[src/rtl/rseq_pkg.sv]
package rseq_pkg;
  typedef enum logic [1:0] {ADV_NOW, ADV_PG, ADV_DLY} adv_e;
  typedef enum logic [2:0] {ST_OFF, ST_UP, ST_DONE, ST_FAULT, ST_DOWN} state_e;

  typedef struct packed {
    logic [5:0] mask;  // [5] ext ldo, [4] dc1, [3] dc2, [2] dc3, [1] ldo1, [0] ldo2
    adv_e       adv;
  } stage_t;

  localparam logic [5:0] M_EXT  = 6'b100000;
  localparam logic [5:0] M_DC1  = 6'b010000;
  localparam logic [5:0] M_DC2  = 6'b001000;
  localparam logic [5:0] M_DC3  = 6'b000100;
  localparam logic [5:0] M_LDO2 = 6'b000001;

  function automatic logic [1:0] seq_len(input logic [2:0] mode);
    case (mode)
      3'b000, 3'b001:         return 2'd1;
      3'b010, 3'b011, 3'b100: return 2'd2;
      3'b110, 3'b111:         return 2'd3;
      default:                return 2'd0;
    endcase
  endfunction

  function automatic stage_t seq_stage(input logic [2:0] mode, input logic mbit,
                                       input logic [1:0] idx);
    stage_t s;
    s = '{mask: 6'b0, adv: ADV_PG};
    case (mode)
      3'b000: if (idx == 2'd0) s.mask = M_DC2;
      3'b001: if (idx == 2'd0) s.mask = M_DC2 | M_DC3;
      3'b010: s.mask = (idx == 2'd0) ? M_DC1 : (idx == 2'd1) ? (M_DC2 | M_DC3) : 6'b0;
      3'b011: s.mask = (idx == 2'd0) ? M_DC3 : (idx == 2'd1) ? M_DC2 : 6'b0;
      3'b100: s.mask = (idx == 2'd0) ? (M_LDO2 | (mbit ? M_DC3 : 6'b0)) :
                       (idx == 2'd1) ? (M_DC1 | M_DC2) : 6'b0;
      3'b110: s.mask = (idx == 2'd0) ? M_DC1 : (idx == 2'd1) ? M_DC2 :
                       (idx == 2'd2) ? M_DC3 : 6'b0;
      3'b111: begin
        case (idx)
          2'd0:    s = '{mask: M_EXT, adv: ADV_NOW};
          2'd1:    s = '{mask: M_LDO2, adv: ADV_DLY};
          2'd2:    s.mask = M_DC1 | M_DC2;
          default: s.mask = 6'b0;
        endcase
      end
      default: s.mask = 6'b0;
    endcase
    return s;
  endfunction
endpackage

[src/rtl/rseq_ctrl_reg.sv]
module rseq_ctrl_reg #(
  parameter logic [2:0] DEF_MODE = 3'b010,
  parameter logic       LDO2_DEF = 1'b1
) (
  input  logic       clk_i,
  input  logic       rst_ni,
  input  logic       wr_en_i,
  input  logic [7:0] wr_data_i,
  input  logic [4:0] en_pin_i,
  output logic [7:0] q_o
);
  localparam logic [7:0] DEF = {DEF_MODE, 4'b1111, LDO2_DEF};

  always_ff @(posedge clk_i or negedge rst_ni) begin
    if (!rst_ni) begin
      q_o <= DEF;
    end else begin
      if (wr_en_i) q_o <= wr_data_i;
      for (int i = 0; i < 5; i++)
        if (!en_pin_i[i]) q_o[i] <= DEF[i];  // pin low overrides writes
    end
  end

  for (genvar g = 0; g < 5; g++) begin : g_chk
    p_pin_default_r3: assert property (@(posedge clk_i) disable iff (!rst_ni)
      !en_pin_i[g] |=> q_o[g] == DEF[g]);
  end
endmodule

[src/rtl/rseq_engine.sv]
module rseq_engine
  import rseq_pkg::*;
#(
  parameter int DLY_CYC = 50000,
  parameter int PG_TO   = 65535
) (
  input  logic       clk_i,
  input  logic       rst_ni,
  input  logic       on_req_i,
  input  logic [2:0] mode_i,
  input  logic       mbit_i,
  input  logic [4:0] rail_bits_i,
  input  logic [4:0] pg_i,
  output logic [5:0] grant_o,
  output logic [5:0] seq_set_o,
  output logic       fault_o
);
  localparam int MAXC = (DLY_CYC > PG_TO) ? DLY_CYC : PG_TO;
  localparam int CW   = $clog2(MAXC + 1);
  localparam logic [CW-1:0] DLY_C = CW'(DLY_CYC);
  localparam logic [CW-1:0] TO_C  = CW'(PG_TO);

  state_e        state_q;
  logic [1:0]    lvl_q;
  logic [CW-1:0] cnt_q;
  logic [2:0]    mode_q;
  logic          mbit_q;
  logic [4:0]    drop_q;

  logic [2:0] mode_act;
  logic       mbit_act;
  stage_t     cur;
  logic [4:0] cur_en;
  logic       adv_ok, down_ok;

  assign mode_act = (state_q == ST_OFF) ? mode_i : mode_q;
  assign mbit_act = (state_q == ST_OFF) ? mbit_i : mbit_q;
  assign cur      = seq_stage(mode_q, mbit_q, lvl_q - 2'd1);
  assign cur_en   = cur.mask[4:0] & rail_bits_i;
  assign down_ok  = ((pg_i & drop_q) == 5'b0) || (cnt_q >= TO_C);

  always_comb begin
    case (cur.adv)
      ADV_NOW: adv_ok = 1'b1;
      ADV_DLY: adv_ok = cnt_q >= DLY_C;
      default: adv_ok = (pg_i & cur_en) == cur_en;
    endcase
  end

  always_comb begin
    grant_o   = '0;
    seq_set_o = '0;
    for (int k = 0; k < 3; k++) begin
      if (2'(k) < lvl_q)             grant_o   |= seq_stage(mode_act, mbit_act, 2'(k)).mask;
      if (2'(k) < seq_len(mode_act)) seq_set_o |= seq_stage(mode_act, mbit_act, 2'(k)).mask;
    end
  end

  always_ff @(posedge clk_i or negedge rst_ni) begin
    if (!rst_ni) begin
      state_q <= ST_OFF;
      lvl_q   <= 2'd0;
      cnt_q   <= '0;
      mode_q  <= 3'b0;
      mbit_q  <= 1'b1;
      drop_q  <= 5'b0;
      fault_o <= 1'b0;
    end else begin
      case (state_q)
        ST_OFF: begin
          mode_q <= mode_i;
          mbit_q <= mbit_i;
          cnt_q  <= '0;
          if (on_req_i) begin
            fault_o <= 1'b0;
            if (seq_len(mode_i) != 2'd0) begin
              state_q <= ST_UP;
              lvl_q   <= 2'd1;
            end
          end
        end
        ST_UP: begin
          if (!on_req_i) begin
            state_q <= ST_DOWN;
            drop_q  <= cur.mask[4:0];
            lvl_q   <= lvl_q - 2'd1;
            cnt_q   <= '0;
          end else if (adv_ok) begin
            cnt_q <= '0;
            if (lvl_q == seq_len(mode_q)) state_q <= ST_DONE;
            else                          lvl_q   <= lvl_q + 2'd1;
          end else if (cur.adv == ADV_PG && cnt_q >= TO_C) begin
            state_q <= ST_FAULT;
            fault_o <= 1'b1;
          end else begin
            cnt_q <= cnt_q + 1'b1;
          end
        end
        ST_DONE, ST_FAULT: begin
          if (!on_req_i) begin
            state_q <= ST_DOWN;
            drop_q  <= cur.mask[4:0];
            lvl_q   <= lvl_q - 2'd1;
            cnt_q   <= '0;
          end
        end
        default: begin  // ST_DOWN
          if (down_ok) begin
            cnt_q <= '0;
            if (lvl_q == 2'd0) begin
              state_q <= ST_OFF;
              drop_q  <= 5'b0;
            end else begin
              drop_q <= cur.mask[4:0];
              lvl_q  <= lvl_q - 2'd1;
            end
          end else begin
            cnt_q <= cnt_q + 1'b1;
          end
        end
      endcase
    end
  end

  p_lvl_step_r10: assert property (@(posedge clk_i) disable iff (!rst_ni)
    (lvl_q != $past(lvl_q)) |->
      (lvl_q == $past(lvl_q) + 2'd1) || (lvl_q == $past(lvl_q) - 2'd1));

  p_fault_hold_r11: assert property (@(posedge clk_i) disable iff (!rst_ni)
    (state_q == ST_FAULT && on_req_i) |=> lvl_q == $past(lvl_q));

  p_down_mono_r12: assert property (@(posedge clk_i) disable iff (!rst_ni)
    (state_q == ST_DOWN) |=> lvl_q <= $past(lvl_q));
endmodule

[src/rtl/rail_sequencer.sv]
module rail_sequencer #(
  parameter int         DLY_CYC  = 50000,
  parameter int         PG_TO    = 65535,
  parameter logic [2:0] DEF_MODE = 3'b010,
  parameter logic       LDO2_DEF = 1'b1
) (
  input  logic       clk_i,
  input  logic       rst_ni,
  input  logic       wr_en_i,
  input  logic [7:0] wr_data_i,
  output logic [7:0] rd_data_o,
  input  logic [4:0] en_pin_i,
  input  logic [4:0] pg_i,
  input  logic       on_req_i,
  input  logic       dc3_mask_i,
  output logic [4:0] rail_en_o,
  output logic       ext_ldo_en_o,
  output logic       fault_o
);
  logic [7:0] reg_q;
  logic [5:0] grant, seq_set;

  rseq_ctrl_reg #(.DEF_MODE(DEF_MODE), .LDO2_DEF(LDO2_DEF)) u_reg (
    .clk_i, .rst_ni, .wr_en_i, .wr_data_i, .en_pin_i, .q_o(reg_q)
  );

  rseq_engine #(.DLY_CYC(DLY_CYC), .PG_TO(PG_TO)) u_eng (
    .clk_i, .rst_ni, .on_req_i,
    .mode_i(reg_q[7:5]), .mbit_i(dc3_mask_i), .rail_bits_i(reg_q[4:0]),
    .pg_i, .grant_o(grant), .seq_set_o(seq_set), .fault_o
  );

  assign rd_data_o    = reg_q;
  assign ext_ldo_en_o = grant[5];
  assign rail_en_o    = reg_q[4:0] & ((seq_set[4:0] & grant[4:0]) |
                                      (~seq_set[4:0] & en_pin_i & {5{on_req_i}}));

  for (genvar g = 0; g < 5; g++) begin : g_chk
    p_bit_gate_r5: assert property (@(posedge clk_i) disable iff (!rst_ni)
      rail_en_o[g] |-> reg_q[g]);
  end
endmodule

[config.mk]
export PLATFORM = sky130hd
export DESIGN_NAME = rail_sequencer
export DESIGN_NICKNAME = d
export VERILOG_FILES = /design/src/rtl/rseq_pkg.sv /design/src/rtl/rseq_ctrl_reg.sv /design/src/rtl/rseq_engine.sv /design/src/rtl/rail_sequencer.sv
export SDC_FILE = /design/constraint.sdc
export NUM_CORES = 1
export LEC_CHECK = 0
export BUFFER_PORTS_ARGS = -buffer_cell sky130_fd_sc_hd__buf_2
export CORE_UTILIZATION = 23
export DETAILED_ROUTE_END_ITERATION = 16
export MAX_ROUTING_LAYER = met4
export PLACE_DENSITY_LB_ADDON = 0.08
export SLEW_MARGIN = 20
export SYNTH_ARGS = -nofsm -noshare
export SYNTH_HDL_FRONTEND = slang
export SYNTH_SLANG_ARGS = --single-unit
[constraint.sdc]
create_clock -name clk_i -period 3.15 [get_ports clk_i]
set_input_delay 0.1575 -clock clk_i [delete_from_list [all_inputs] [get_ports clk_i]]
set_output_delay 0.1575 -clock clk_i [all_outputs]
set_load 0.05 [all_outputs]
==> Word-level counts from Yosys, hierarchy flattened <==
Cells that the tools add are included.
{ "classes": {"n_addsub": 3, "mul": 0, "n_div": 0, "n_lt_le_gt_ge": 8, "eq_ne": 45, "n_shift": 0, "n_mux": 81, "bitwise": 14, "n_reduce_logical": 33} }
{ "op_table": {"columns": ["operator", "count"], "rows": [
  ["16-bit two-way mux", 5],
  ["5-bit two-way mux", 15],
  ["16-bit case mux with 3 select lines", 1],
  ["3-bit two-way mux", 13],
  ["6-bit case mux with 6 select lines", 1],
  ["5-bit bitwise AND", 7],
  ["5-bit case mux with 7 select lines", 1],
  ["16-bit >= comparator (second input constant)", 2],
  ["6-bit two-way mux", 5],
  ["2-bit two-way mux", 14],
  ["3-bit == test (second input constant)", 9],
  ["3-bit by 2-bit == test with 1-bit output (second input constant)", 8],
  ["2-bit case mux with 3 select lines", 4],
  ["2-bit != test (second input constant)", 11],
  ["5-bit case mux with 2 select lines", 2],
  ["5-bit case mux with 4 select lines", 1],
  ["2-bit OR reduction", 9],
  ["16-bit by 1-bit adder with 16-bit output (second input constant)", 1],
  ["4-bit two-way mux", 4],
  ["5-bit OR", 3],
  ["5-bit case mux with 3 select lines", 1],
  ["7-bit AND reduction", 2],
  ["3-bit by 1-bit == test with 1-bit output (second input constant)", 4],
  ["3-bit zero test", 4],
  ["other kinds (31)", 57]
]} }
{ "totals": {"ff_bits": 39, "latch_bits": 0, "ramBits": 0, "rom_bits": 0, "input_bits": 23, "out_inout_bits": 15, "word_cells": 197, "n_memories": 0} }

==> Depth between registers and ports, before layout <==
{ "logic_depth": {"word_depth": 18, "mapped_depth": 10, "ltp_nobuf": 9} }

==> Hierarchy <==
Synthesis repeated with hierarchy kept, for this count alone.
{ "hier_totals": {"hier_cells": 317, "area_unflattened_um2": 2782.7} }
{ "modules_own_cells": {"columns": ["module", "instances", "cells_each", "area_each_um2", "seq_area_each_um2"], "rows": [
  ["rseq_engine", 1, 280, 2362.3, 752.0],
  ["rseq_ctrl_reg", 1, 22, 332.8, 207.7],
  ["rail_sequencer", 1, 15, 87.6, 0.0]
]} }

==> Worst setup path after synthesis <==
No wires, ideal clock.
{ "synth_timing": {"kind": "flip-flop to output port", "startpoint": "register u_eng.state_q[0]", "endpoint": "output port rail_en_o[0]", "arrival_time_ns": 2.451, "required_time_ns": 2.992, "setup_slack_ns": 0.542, "path_stages_with_launch": 8, "path_cell_list": "dfrtp_1 -> buf_2 -> nor3_4 -> mux2i_1 -> inv_1 -> nand2_1 -> o221ai_1 -> a21oi_1"} }
{ "synth_via": {"elab_chain_cells": 16, "word_cells_on_any_way": 38, "cone_classes": "3 x order compare; 6 x eq/ne; 12 x mux; 10 x bitwise; 7 x reduce/logical"} }
{ "synth_rtl": {"columns": ["item", "line", "rtl"], "rows": [
  ["start: declaration", "rseq_engine.sv:23", "state_e state_q;"],
  ["start signal: assignment", "rseq_engine.sv:61", "state_q <= ST_OFF;"],
  ["start signal: assignment", "rseq_engine.sv:77", "state_q <= ST_UP;"],
  ["start signal: assignment", "rseq_engine.sv:84", "state_q <= ST_DOWN;"],
  ["3-bit zero test *", "rseq_engine.sv:36", "assign mode_act = (state_q == ST_OFF) ? mode_i : mode_q;"],
  ["3-bit two-way mux *", null, null],
  ["named net u_eng.mode_act[2]", "rseq_engine.sv:30", "logic [2:0] mode_act;"],
  ["3-bit by 2-bit == test with 1-bit output, or another cell as far along", "rseq_pkg.sv:17, rseq_pkg.sv:29", null],
  ["3-bit OR reduction or 2-bit OR reduction (tied branches)", "rseq_pkg.sv:17", "case (mode)"],
  ["2-bit case mux with 3 select lines", "rseq_pkg.sv:17", null],
  ["1-bit by 2-bit < comparator with 1-bit output", "rseq_engine.sv:55", "if (2'(k) < seq_len(mode_act)) seq_set_o |= seq_stage(mode_act, mbit_act, 2'(k)).mask;"],
  ["5-bit two-way mux", "rseq_engine.sv:55", null],
  ["5-bit OR", "rseq_engine.sv:55", null],
  ["5-bit two-way mux", "rseq_engine.sv:55", null],
  ["5-bit OR", "rseq_engine.sv:55", null],
  ["5-bit two-way mux", "rseq_engine.sv:55", null],
  ["5-bit inverter", "rail_sequencer.sv:36", "(~seq_set[4:0] & en_pin_i & {5{on_req_i}}));"],
  ["5-bit bitwise AND (2 in series)", "rail_sequencer.sv:36", null],
  ["5-bit OR *", "rail_sequencer.sv:35", "assign rail_en_o = reg_q[4:0] & ((seq_set[4:0] & grant[4:0]) |"],
  ["5-bit bitwise AND *", "rail_sequencer.sv:35", null],
  ["end: declaration", "rail_sequencer.sv:16", "output logic [4:0] rail_en_o,"]
]} }
Mark *: on every way through the listed nets, which the timed path passes. The rest lies on a longest branch. The select of a mux whose other input is x is not followed.

==> Worst setup path after layout <==
{ "layout_timing": {"startpoint": "register u_eng.state_q[1]", "endpoint": "output port rail_en_o[2]"} }
Same word-level chain as after synthesis.

==> qor.csv <==
metric,value,unit
multiInputGateArea,1480,um^2
ys_seq_elements,38,
grt_max_degree,39,
std_cell_rows,38,
grt_use_total,13.3,%
clk_pin_slew,80,ps
ant_nets,0,
status,"complete, no violations",
p_per_area,862,nW/um^2
die_area,11600,um^2
setup_ws,205,ps
post_cts_resized,0,
switching_power,1.29,mW
drt_first_pass_iters,5,
power_switching_share,49.5,%
cts_tree,built,
die_w,108,um
max_freq,340,MHz
p_leak,1.24,nW
vdd_ir_drop_max,0.320,mV
rsz0062_at_grt,true,
postSynth.asyncResetShare,100,%
p_seq_share,29.2,%
antenna_found_initial,0,
placed_cells,455,
period_share,93.5,%
cts_root_buf,clkbuf_8,
r2r_cells,9,
fin_skew,11.0,ps
p_clk_share,13.5,%
hold_path_class,input port to asynchronous set/reset pin,
regToRegSetupSlack,510,ps
via_count,2176,
setup_viol,0,
fillers,1169,
pin_count,38,
yosysWarningCount,0,
syn_nets,316,
p_total,2.61,mW
drv_slew,0,
critical_path_arrival,2790,ps
reg2reg_to,u_eng.cnt_q[0]$_DFFE_PN0P_,
dp_slack,561,ps
wire_per_inst,14.8,um
gp_congestion,0.774,
synth_area_per_cell,8.98,um^2
cts_max_path_buffers,2,
tightest_slew,909,ps
num_antenna_cells,0,
hpwl,5.01,mm
wl,6.89,mm
drive_above_1_share,21.4,%
ys_seq_area_share,37.5,%
power_frac_comb,57.3,%
timing.rr.start,u_eng.lvl_q[1]$_DFFE_PN0P_,
cp-end-kind,primary output,
syn_inst,285,
grt_pass1_vias,2122,
synth_ff_type,dfrtp_1,
area_growth,18.2,%
crit_type,flip-flop to primary output,
cp_max_fo,10,
grt_pass1_wl,11.3,mm
port_buffers,36,
cts.sinks,38,
internal-power,1.32,mW
cap_viol_max_count,0,
avgViaCountPerCell,4.66,
grt-ovfl-total,0,
die_h,108,um
drc_errors,0,
slew_headroom,39.4,%
drt_iter0_markers,65,
hold_viol,0,
yosys.cell_types.count,59,
fin_crit,2950,ps
fin_cells,467,
clock_latency,290,ps
worstSetupStartpointType,flip-flop,
htree_levels,2,
register_area,960,um^2
start_util,23.6,%
fp.coreArea,10800,um^2
synth_edf_count,0,
numCtsBuffers,5,
fin_nets,357,
syn-cell-area,2560,um^2
worstPathRequired,2990,ps
-- routing by layer --
layer | part of all wire [%] | track usage (%) | vias to the layer above | routed length (um)
met4 | 1.2 | 3.52 | 0 | 80
met3 | 3.5 | 2.24 | 7 | 238
li1 | - | - | 1107 | -
met2 | 45 | 19.8 | 32 | 3140
met1 | 50 | 18.5 | 1030 | 3440
met5 | 0 | - | - | 0
-- flip-flops by register name (all words and copies together), names as in the netlist --
signal / cells
u_eng.mbit_q: 1
u_eng.drop_q: 4
u_reg.q_o: 8
u_eng.state_q: 3
u_eng.cnt_q: 16
u_eng.lvl_q: 2
u_eng.fault_o: 1
u_eng.mode_q: 3
-- power groups by stage --
stage	sequential [mW]	combinational (mW)	clock, mW
after detailed placement	0.770	1.50	0
after floorplan	0.682	1.21	0
after global placement	0.776	1.52	0
after global routing	0.785	1.67	0.394
after CTS	0.761	1.51	0.380
final	0.763	1.49	0.352
-- cell families after synthesis --
| group | share of synthesized area (%) |
|---|---|
| buf+inv | 4.55 |
| mux | 6.60 |
| compound gates | 16.9 |
| flops | 37.5 |
| xor+xnor | 5.13 |
| simple gates | 25.5 |
| fa+ha+maj | 3.91 |
-- cells in the final DEF, fill, tap and decap left out, types with 4 or more instances in the layout --
cell type      instances
buf_4                  7
ha_1                   8
nor4_1                 7
xnor2_1               15
nor3_1                10
o211ai_1               4
nand2_1               32
dfrtp_1               31
clkbuf_8               6
a21oi_1                7
dlygate4sd3_1          4
mux2_2                 5
and3_1                 4
nand3_1               14
inv_1                 12
buf_2                 36
nor2_1                29
o21ai_0                7
nor2b_1                4
dfstp_2                7
mux2i_1                9
-- cells in the mapped netlist (all sizes together), types with 2 or more instances --
master | n | area (um^2)
a21boi | 3 | 26.3
a21o | 3 | 22.5
a21oi | 7 | 35.0
a221oi | 2 | 17.5
a22oi | 3 | 22.5
a311oi | 3 | 26.3
a31oi | 3 | 18.8
a41oi | 2 | 17.5
and2 | 2 | 12.5
and3 | 4 | 25.0
buf | 9 | 56.3
clkbuf | 4 | 15.0
dfrtp | 31 | 776
dfstp | 7 | 184
ha | 8 | 100
inv | 12 | 45.0
mux2 | 7 | 78.8
mux2i | 9 | 90.1
nand2 | 32 | 120
nand2b | 3 | 18.8
nand3 | 16 | 90.1
nand3b | 3 | 22.5
nand4 | 3 | 18.8
nor2 | 29 | 109
nor2b | 4 | 25.0
nor3 | 11 | 66.3
nor3b | 2 | 15.0
nor4 | 7 | 43.8
nor4b | 3 | 26.3
o2111ai | 2 | 17.5
o211ai | 4 | 30.0
o21a | 3 | 22.5
o21ai | 7 | 35.0
o22ai | 2 | 12.5
o311ai | 2 | 35.0
o31a | 2 | 17.5
o41ai | 2 | 17.5
or3 | 3 | 25.0
xnor2 | 15 | 131
-- area by class of cell --
| cell class | count | area share, % |
|---|---|---|
| clock buffers | 8 | 2.98 |
| well taps | 140 | 5.79 |
| multi-input cells | 222 | 49.0 |
| repair buffers | 47 | 9.01 |
| flip-flops and latches | 38 | 31.7 |
| inverters | 12 | 1.49 |
-- metrics by stage --
| stage | hold WS [ps] | instance area [um^2] | utilization, % | setup TNS [ps] |
|---|---|---|---|---|
| finish | 1.30 | 3030 | 27.9 | 0 |
| global route | 57.2 | 3030 | 27.9 | -74.1 |
| CTS | 29.7 | 3030 | 27.9 | 0 |
| detailed placement | 305 | 2900 | 26.7 | 0 |
| global placement | 299 | 2900 | 26.7 | 0 |
| floorplan | -138 | 2560 | - | 0 |
-- how the worst max path moves through the flow --
stage                                      start      endpoint  cells after the start
floorplan           u_eng.state_q[0]$_DFFE_PN0P_  rail_en_o[0]                      7
global placement    u_eng.state_q[1]$_DFFE_PN0P_  rail_en_o[2]                      8
detailed placement  u_eng.state_q[1]$_DFFE_PN0P_  rail_en_o[3]                      8
CTS                 u_eng.state_q[1]$_DFFE_PN0P_  rail_en_o[3]                      8
global route        u_eng.state_q[1]$_DFFE_PN0P_  rail_en_o[3]                      8
finish              u_eng.state_q[1]$_DFFE_PN0P_  rail_en_o[2]                      8
-- what timing repair did --
action | in CTS | in global routing
hold buffers | 4 | 0
buffers inserted | 0 | 0
endpoints found under the hold margin | 4 | 0
endpoints found under the setup margin | 0 | 2
-- worst max-delay path: stages, from the launching register on --
cell     delay (ps)
dfrtp_1         510
nor3_4          380
mux2i_1         520
inv_1           230
a21oi_1         180
a21o_1          160
and3_1          150
o21a_1          110
buf_2           250
No activity file was read; power rests on OpenSTA's default activity.
